<file path="config.mk">
export PLATFORM = sky130hd
export DESIGN_NAME = r2_butterfly_lp
export DESIGN_NICKNAME = d
export VERILOG_FILES = /design/src/rtl/r2bf_pkg.sv /design/src/rtl/r2bf_twiddle_rom.sv /design/src/rtl/r2bf_cmul3.sv /design/src/rtl/r2bf_csa32.sv /design/src/rtl/r2bf_csa42.sv /design/src/rtl/r2_butterfly_lp.sv
export SDC_FILE = /design/constraint.sdc
export NUM_CORES = 2
export LEC_CHECK = 0
export BUFFER_PORTS_ARGS = -buffer_cell sky130_fd_sc_hd__buf_2
export CELL_PAD_IN_SITES_DETAIL_PLACEMENT = 2
export CELL_PAD_IN_SITES_GLOBAL_PLACEMENT = 2
export CORE_MARGIN = 2
export CORE_UTILIZATION = 30
export DETAILED_ROUTE_END_ITERATION = 12
export GPL_ROUTABILITY_DRIVEN = 0
export PLACE_DENSITY = 0.7
export SLEW_MARGIN = 10
export SYNTH_ARGS = -nofsm -noshare
export SYNTH_HDL_FRONTEND = slang
export SYNTH_SLANG_ARGS = --single-unit
</file>
<file path="constraint.sdc">
create_clock -name clk -period 6.7 [get_ports clk]
set_input_delay 0 -clock clk [delete_from_list [all_inputs] [get_ports clk]]
set_output_delay 0 -clock clk [all_outputs]
set_load 0.05 [all_outputs]
</file>
<file path="src/rtl/r2bf_pkg.sv">
package r2bf_pkg;

  // Fixed-point twiddle component: cos (sin_part=0) or -sin (sin_part=1),
  // scaled by 2^fb and rounded half away from zero.
  function automatic longint tw_fixed(int k, int n, int fb, bit sin_part);
    real ang;
    real v;
    ang = 2.0 * 3.141592653589793 * real'(k) / real'(n);
    v = sin_part ? -$sin(ang) : $cos(ang);
    for (int i = 0; i < fb; i++) v = v * 2.0;
    if (v >= 0.0) return longint'($rtoi(v + 0.5));
    return longint'($rtoi(v - 0.5));
  endfunction

endpackage

</file>
<file path="src/rtl/r2bf_twiddle_rom.sv">
module r2bf_twiddle_rom
  import r2bf_pkg::*;
#(
  parameter int DW   = 16,
  parameter int NFFT = 16
) (
  input  logic [$clog2(NFFT/2)-1:0] idx,
  output logic signed [DW:0]        coef_c,
  output logic signed [DW:0]        coef_dmc,
  output logic signed [DW:0]        coef_cpd
);
  localparam int NTW = NFFT / 2;
  localparam int CW  = DW + 1;
  localparam int FB  = DW - 1;

  logic signed [CW-1:0] tab_c   [NTW];
  logic signed [CW-1:0] tab_dmc [NTW];
  logic signed [CW-1:0] tab_cpd [NTW];

  for (genvar k = 0; k < NTW; k++) begin : g_entry
    localparam longint CV = tw_fixed(k, NFFT, FB, 1'b0);
    localparam longint DV = tw_fixed(k, NFFT, FB, 1'b1);
    assign tab_c[k]   = CW'(CV);
    assign tab_dmc[k] = CW'(DV - CV);
    assign tab_cpd[k] = CW'(CV + DV);
  end

  assign coef_c   = tab_c[idx];
  assign coef_dmc = tab_dmc[idx];
  assign coef_cpd = tab_cpd[idx];
endmodule

</file>
<file path="src/rtl/r2bf_cmul3.sv">
module r2bf_cmul3 #(
  parameter int DW = 16,
  parameter int SW = 34
) (
  input  logic signed [DW-1:0] b_re,
  input  logic signed [DW-1:0] b_im,
  input  logic signed [DW:0]   coef_c,
  input  logic signed [DW:0]   coef_dmc,
  input  logic signed [DW:0]   coef_cpd,
  output logic signed [SW-1:0] k1,
  output logic signed [SW-1:0] k2,
  output logic signed [SW-1:0] k3
);
  localparam int CW = DW + 1;

  logic signed [DW:0]   bsum;
  logic signed [SW-1:0] bsum_x, bre_x, bim_x, c_x, dmc_x, cpd_x;

  assign bsum   = {b_re[DW-1], b_re} + {b_im[DW-1], b_im};
  assign bsum_x = {{(SW-DW-1){bsum[DW]}}, bsum};
  assign bre_x  = {{(SW-DW){b_re[DW-1]}}, b_re};
  assign bim_x  = {{(SW-DW){b_im[DW-1]}}, b_im};
  assign c_x    = {{(SW-CW){coef_c[CW-1]}}, coef_c};
  assign dmc_x  = {{(SW-CW){coef_dmc[CW-1]}}, coef_dmc};
  assign cpd_x  = {{(SW-CW){coef_cpd[CW-1]}}, coef_cpd};

  // three real products
  assign k1 = c_x * bsum_x;
  assign k2 = dmc_x * bre_x;
  assign k3 = cpd_x * bim_x;
endmodule

</file>
<file path="src/rtl/r2bf_csa32.sv">
module r2bf_csa32 #(
  parameter int SW = 34
) (
  input  logic [SW-1:0] a,
  input  logic [SW-1:0] b,
  input  logic [SW-1:0] c,
  output logic [SW-1:0] s,
  output logic [SW-1:0] cy
);
  assign s  = a ^ b ^ c;
  assign cy = ((a & b) | (a & c) | (b & c)) << 1;
endmodule

</file>
<file path="src/rtl/r2bf_csa42.sv">
module r2bf_csa42 #(
  parameter int SW = 34
) (
  input  logic [SW-1:0] w,
  input  logic [SW-1:0] x,
  input  logic [SW-1:0] y,
  input  logic [SW-1:0] z,
  output logic [SW-1:0] s,
  output logic [SW-1:0] cy
);
  logic [SW-1:0] s1, c1;

  r2bf_csa32 #(.SW(SW)) u_row1 (.a(w),  .b(x),  .c(y), .s(s1), .cy(c1));
  r2bf_csa32 #(.SW(SW)) u_row2 (.a(s1), .b(c1), .c(z), .s(s),  .cy(cy));
endmodule

</file>
<file path="src/rtl/r2_butterfly_lp.sv">
module r2_butterfly_lp
  import r2bf_pkg::*;
#(
  parameter int DW   = 16,
  parameter int NFFT = 16
) (
  input  logic                      clk,
  input  logic                      rst_n,
  input  logic                      in_valid,
  output logic                      in_ready,
  input  logic [DW-1:0]             in_are,
  input  logic [DW-1:0]             in_aim,
  input  logic [DW-1:0]             in_bre,
  input  logic [DW-1:0]             in_bim,
  input  logic [$clog2(NFFT/2)-1:0] in_idx,
  output logic                      out_valid,
  input  logic                      out_ready,
  output logic [DW-1:0]             x0_re,
  output logic [DW-1:0]             x0_im,
  output logic [DW-1:0]             x1_re,
  output logic [DW-1:0]             x1_im
);
  localparam int SW = 2 * DW + 2;
  localparam int FB = DW - 1;
  localparam int NL = 4;
  localparam int XT = SW - DW - FB;

  localparam logic [SW-1:0] HALF  = {{(SW-DW+1){1'b0}}, 1'b1, {(DW-2){1'b0}}};
  localparam logic [SW-1:0] HALF1 = HALF + SW'(1);
  localparam logic [SW-1:0] HALF2 = HALF + SW'(2);
  localparam logic signed [SW-1:0] SAT_HI = {{(SW-DW+1){1'b0}}, {(DW-1){1'b1}}};
  localparam logic signed [SW-1:0] SAT_LO = {{(SW-DW+1){1'b1}}, {(DW-1){1'b0}}};

  // ---------------- handshake / enables
  logic adv, ld1, ld2, ld3;
  logic v1_q, v2_q, v3_q, v1_d, v2_d, v3_d;

  assign adv      = out_ready;
  assign in_ready = out_ready;
  assign ld1      = adv & in_valid;
  assign ld2      = adv & v1_q;
  assign ld3      = adv & v2_q;

  always_comb begin
    v1_d = v1_q;
    v2_d = v2_q;
    v3_d = v3_q;
    if (adv) begin
      v1_d = in_valid;
      v2_d = v1_q;
      v3_d = v2_q;
    end
  end

  always_ff @(posedge clk or negedge rst_n) begin
    if (!rst_n) begin
      v1_q <= 1'b0;
      v2_q <= 1'b0;
      v3_q <= 1'b0;
    end else begin
      v1_q <= v1_d;
      v2_q <= v2_d;
      v3_q <= v3_d;
    end
  end

  // ---------------- stage 1: coefficient lookup and three products
  logic signed [DW:0]   coef_c, coef_dmc, coef_cpd;
  logic signed [SW-1:0] k1_d, k2_d, k3_d;
  logic signed [SW-1:0] k1_q, k2_q, k3_q;
  logic signed [DW-1:0] are_q, aim_q;

  r2bf_twiddle_rom #(.DW(DW), .NFFT(NFFT)) u_rom (
    .idx     (in_idx),
    .coef_c  (coef_c),
    .coef_dmc(coef_dmc),
    .coef_cpd(coef_cpd)
  );

  r2bf_cmul3 #(.DW(DW), .SW(SW)) u_cmul (
    .b_re    (in_bre),
    .b_im    (in_bim),
    .coef_c  (coef_c),
    .coef_dmc(coef_dmc),
    .coef_cpd(coef_cpd),
    .k1      (k1_d),
    .k2      (k2_d),
    .k3      (k3_d)
  );

  always_ff @(posedge clk) begin
    if (ld1) begin
      k1_q  <= k1_d;
      k2_q  <= k2_d;
      k3_q  <= k3_d;
      are_q <= in_are;
      aim_q <= in_aim;
    end
  end

  // ---------------- stage 2: four-operand carry-save reduction per lane
  // lane 0: X0 real, 1: X0 imag, 2: X1 real, 3: X1 imag
  logic [SW-1:0] are_sh, aim_sh;
  logic [SW-1:0] opw [NL];
  logic [SW-1:0] opx [NL];
  logic [SW-1:0] opy [NL];
  logic [SW-1:0] opz [NL];
  logic [SW-1:0] cs_s_d [NL];
  logic [SW-1:0] cs_c_d [NL];
  logic [SW-1:0] cs_s_q [NL];
  logic [SW-1:0] cs_c_q [NL];

  assign are_sh = {{XT{are_q[DW-1]}}, are_q, {FB{1'b0}}};
  assign aim_sh = {{XT{aim_q[DW-1]}}, aim_q, {FB{1'b0}}};

  always_comb begin
    // real part of W*B is k1 - k3, imaginary part is k1 + k2;
    // inversions take their +1 from the constant operand
    opw[0] = are_sh; opx[0] = k1_q;  opy[0] = ~k3_q; opz[0] = HALF1;
    opw[1] = aim_sh; opx[1] = k1_q;  opy[1] = k2_q;  opz[1] = HALF;
    opw[2] = are_sh; opx[2] = ~k1_q; opy[2] = k3_q;  opz[2] = HALF1;
    opw[3] = aim_sh; opx[3] = ~k1_q; opy[3] = ~k2_q; opz[3] = HALF2;
  end

  for (genvar l = 0; l < NL; l++) begin : g_cmp
    r2bf_csa42 #(.SW(SW)) u_csa (
      .w (opw[l]),
      .x (opx[l]),
      .y (opy[l]),
      .z (opz[l]),
      .s (cs_s_d[l]),
      .cy(cs_c_d[l])
    );

    always_ff @(posedge clk) begin
      if (ld2) begin
        cs_s_q[l] <= cs_s_d[l];
        cs_c_q[l] <= cs_c_d[l];
      end
    end
  end

  // ---------------- stage 3: carry-propagate add, scale, saturate
  logic [DW-1:0] res_d [NL];
  logic [DW-1:0] res_q [NL];

  for (genvar l = 0; l < NL; l++) begin : g_cpa
    logic signed [SW-1:0] tot, shf;
    assign tot = cs_s_q[l] + cs_c_q[l];
    assign shf = tot >>> FB;

    always_comb begin
      if (shf > SAT_HI)      res_d[l] = SAT_HI[DW-1:0];
      else if (shf < SAT_LO) res_d[l] = SAT_LO[DW-1:0];
      else                   res_d[l] = shf[DW-1:0];
    end

    always_ff @(posedge clk) begin
      if (ld3) res_q[l] <= res_d[l];
    end
  end

  assign out_valid = v3_q;
  assign x0_re     = res_q[0];
  assign x0_im     = res_q[1];
  assign x1_re     = res_q[2];
  assign x1_im     = res_q[3];
endmodule

</file>
==> impl_metrics.toml <==
[outcome]
violations = "negative setup slack"
outcome = "finished with violations"

[routing]
vias = 37200
ant_nets = 0
wl_per_cell_microns = 23.8
wirelength_microns = 189000
drt-vias-per-instance = 4.69
drt_iter0_markers = 1712
dr.pass1.iters = 5
drc = 0

[worst_setup_path]
worstSetupStartpoint = "in_bim[0]"
critPathMaxStageDelay_ns = 0.58
arrival_ns = 7.92
setup.worst_path.class = "input port to register"
cpMaxStageDelayCell = "fa_1"
crit_buf_inv = 8
crit_path_end_kind = "register"
required_ns = 7.07
cp_top_family = "adder cells"
crit_top_cell = "fa_1"
cp_max_fo = 4
r2r-start = "cs_c_q[3][2]"
critPathLaunchType = "input port"

[die]
dieArea_sq_um = 176000
initial_core_util_pct = 30.2
design.core.area_sq_um = 171000
num_io_pins = 137
fp.dieW_microns = 419
fp.dieH_microns = 419
core.rowCount = 152

[hold_path]
hold_path_class = "input port to register"
hp-start = "in_aim[15]"

[clock_tree]
cts.sinks = 448
clk_latency_ns = 0.64
clockBufferDepth = 3
cts-buffers-inserted = 52
cts_tree = "yes"
cts.htree.levels = 2
cts_root_buf = "clkbuf_16"
cts.clk_slew.worst_paths_ns = 0.06

[sta]
skew_ns = 0.0282
post-route-min-period_ns = 7.55
setup_ws_ns = -0.847
finalMaxSlewViolations = 0
tightestPinTransition_ns = 1.07
rsz0062_at_grt = "true"
finalSetupViolations = 16
relSlewSlack_pct = 28.1
finalHoldViolCount = 0
clock.fmax_mhz = 133
min_period_over_period_pct = 113

[synth]
synth_fa_ha_area_share_pct = 47.6
synth_xor_xnor_area_share_pct = 3.47
avgSynthCellArea_sq_um = 11.1
synthArstFlopShare_pct = 0.670
synth_edf_count = 445
yosysTopAreaCell = "fa_1"
ys_warn_count = 0
synth.area.top_cells = "fa_1 (34%), edfxtp_1 (26%), ha_1 (14%)"
synth-seq-cells = 448
synth_top_family_by_area = "adder cells"
synthMuxAreaShare_pct = 0.0654
ys_seq_area_share_pct = 26.0
yosysUniqueCellTypes = 85
ys.flop_type = "edfxtp_1"
synth-compound-area-share_pct = 6.39
synth_simple_gate_area_share_pct = 7.49
synth_top_area_share_pct = 33.9
syn_nets = 6175
syn_area_sq_um = 51700
synthCells = 4663

[grt]
grt_pass1_vias = 45200
grt_start_max_net_pins = 166
grt-ovfl-total = 0
grt_pass1_wl_microns = 282000
antenna_found_initial = 5
grt_use_total_pct = 21.5

[place]
portBuffers = 136
placedCellCount = 7778
dp_hpwl_microns = 160000

[flow_run]
drv.max_cap_violation_count = 0

[final_layout]
fin_cells = 7932
syn2layout_area_growth_pct = 23.5
finalNetCount = 7093
layout-drive-gt1-share_pct = 20.2
final_util_pct = 37.3
[placed cells by master (no fill, tap or decap), types with 17 or more instances in the layout]
| cell type | Yosys | final |
|---|---|---|
| buf_4 | 1 | 730 |
| o21ai_0 | 100 | 87 |
| nor2b_1 | 41 | 36 |
| o21a_1 | 33 | 32 |
| and3_1 | 28 | 28 |
| ha_1 | 566 | 553 |
| and2_1 | 100 | 95 |
| nand2b_1 | 24 | 21 |
| a21oi_1 | 121 | 104 |
| dlygate4sd3_1 | 0 | 39 |
| nand2_1 | 347 | 337 |
| nor3_1 | 30 | 27 |
| nand3_1 | 27 | 25 |
| inv_1 | 1160 | 1148 |
| xor2_1 | 67 | 64 |
| o21bai_1 | 23 | 22 |
| buf_12 | 0 | 17 |
| nor2_1 | 194 | 186 |
| fa_1 | 875 | 872 |
| clkbuf_16 | 0 | 52 |
| edfxtp_1 | 445 | 445 |
| a21o_1 | 86 | 86 |
| xnor2_1 | 138 | 131 |
| buf_2 | 6 | 132 |
[cells in the mapped netlist, types with 7 or more instances]
master and count:
o211ai_1 13, a21oi_1 121, ha_1 566, o21bai_1 23, clkbuf_1 55, edfxtp_1 445
a31oi_1 10, inv_1 1160, and2_1 100, o21ai_0 100, nand2_1 347, or3_1 7
xor2_1 67, nand3_1 27, or2_2 13, xnor2_1 138, o21a_1 33, nand2b_1 24
nor2_1 194, nor2b_1 41, nand4_1 15, a211oi_1 10, fa_1 875, a21o_1 86
a211o_1 10, and3_1 28, nor3_1 30
[kinds of logic (layout without fill, tap and decap cells)]
group	Yosys count	in the layout
other cells	0	1
compound gates	493	493
mux	3	3
fa+ha+maj	1441	1441
buf+inv	1231	2189
flops	448	448
xor+xnor	205	205
simple gates	842	842
[metal layers]
layer | global-route usage [%] | routed length, microns
met5 | 0 | 27
met4 | 9.61 | 10900
met3 | 1.86 | 4990
met2 | 40.5 | 99200
met1 | 24.6 | 73600
[metrics by stage]
stage | hold WS [ns] | setup slack, ns | setup TNS (ns) | instance area [sq um]
global route | 0.0783 | -1.07 | -12.11 | 63800
floorplan | -0.296 | -0.748 | -4.78 | 51800
detailed placement | -0.201 | -2.26 | -48.54 | 60800
CTS | 0.0555 | -0.739 | -6.19 | 63300
global placement | -0.203 | -1.92 | -37.67 | 60800
finish | 0.0814 | -0.847 | -8.05 | 63800
[final timing paths]
check | to | slack (ns) | cells after the start
min in group asynchronous | out_valid | 0.30 | 3
hold / removal | aim_q[15] | 0.08 | 2
max in group asynchronous | v2_q | 6.26 | 3
hold reg to reg | out_valid | 0.50 | 1
setup / recovery | k1_q[32] | -0.85 | 38
setup reg to reg | res_q[3][5] | 1.42 | 11
[flip-flops by register name, indices dropped and copies added, names as in the netlist]
signal	flops
k1_q	33
res_q	64
are_q	16
v2_q	1
k2_q	32
k3_q	32
cs_c_q	124
out_valid	1
v1_q	1
cs_s_q	128
aim_q	16
[area by class of cell]
type	instances	area, sq um
Fill cell	18100	108000
Multi-Input combinational cell	2984	34400
Sequential cell	448	13400
Timing Repair Buffer	933	7040
Inverter	1162	4370
Tap cell	2310	2890
Clock buffer	60	1330
Clock inverter	34	402
Antenna cell	1	2.50
[repair_timing]
| action | in CTS | in global routing |
|---|---|---|
| gates resized for setup | 68 | 97 |
| pin swaps | 34 | 46 |
| setup endpoints to repair | 33 | 35 |
| cloned | 0 | 0 |
| hold buffers | 39 | 0 |
| setup buffers | 10 | 19 |
| endpoints found under the hold margin | 40 | 0 |
Power is left out: the tool's default activity adds up to more than one toggle a clock period on the data nets, which glitch-free logic cannot reach.
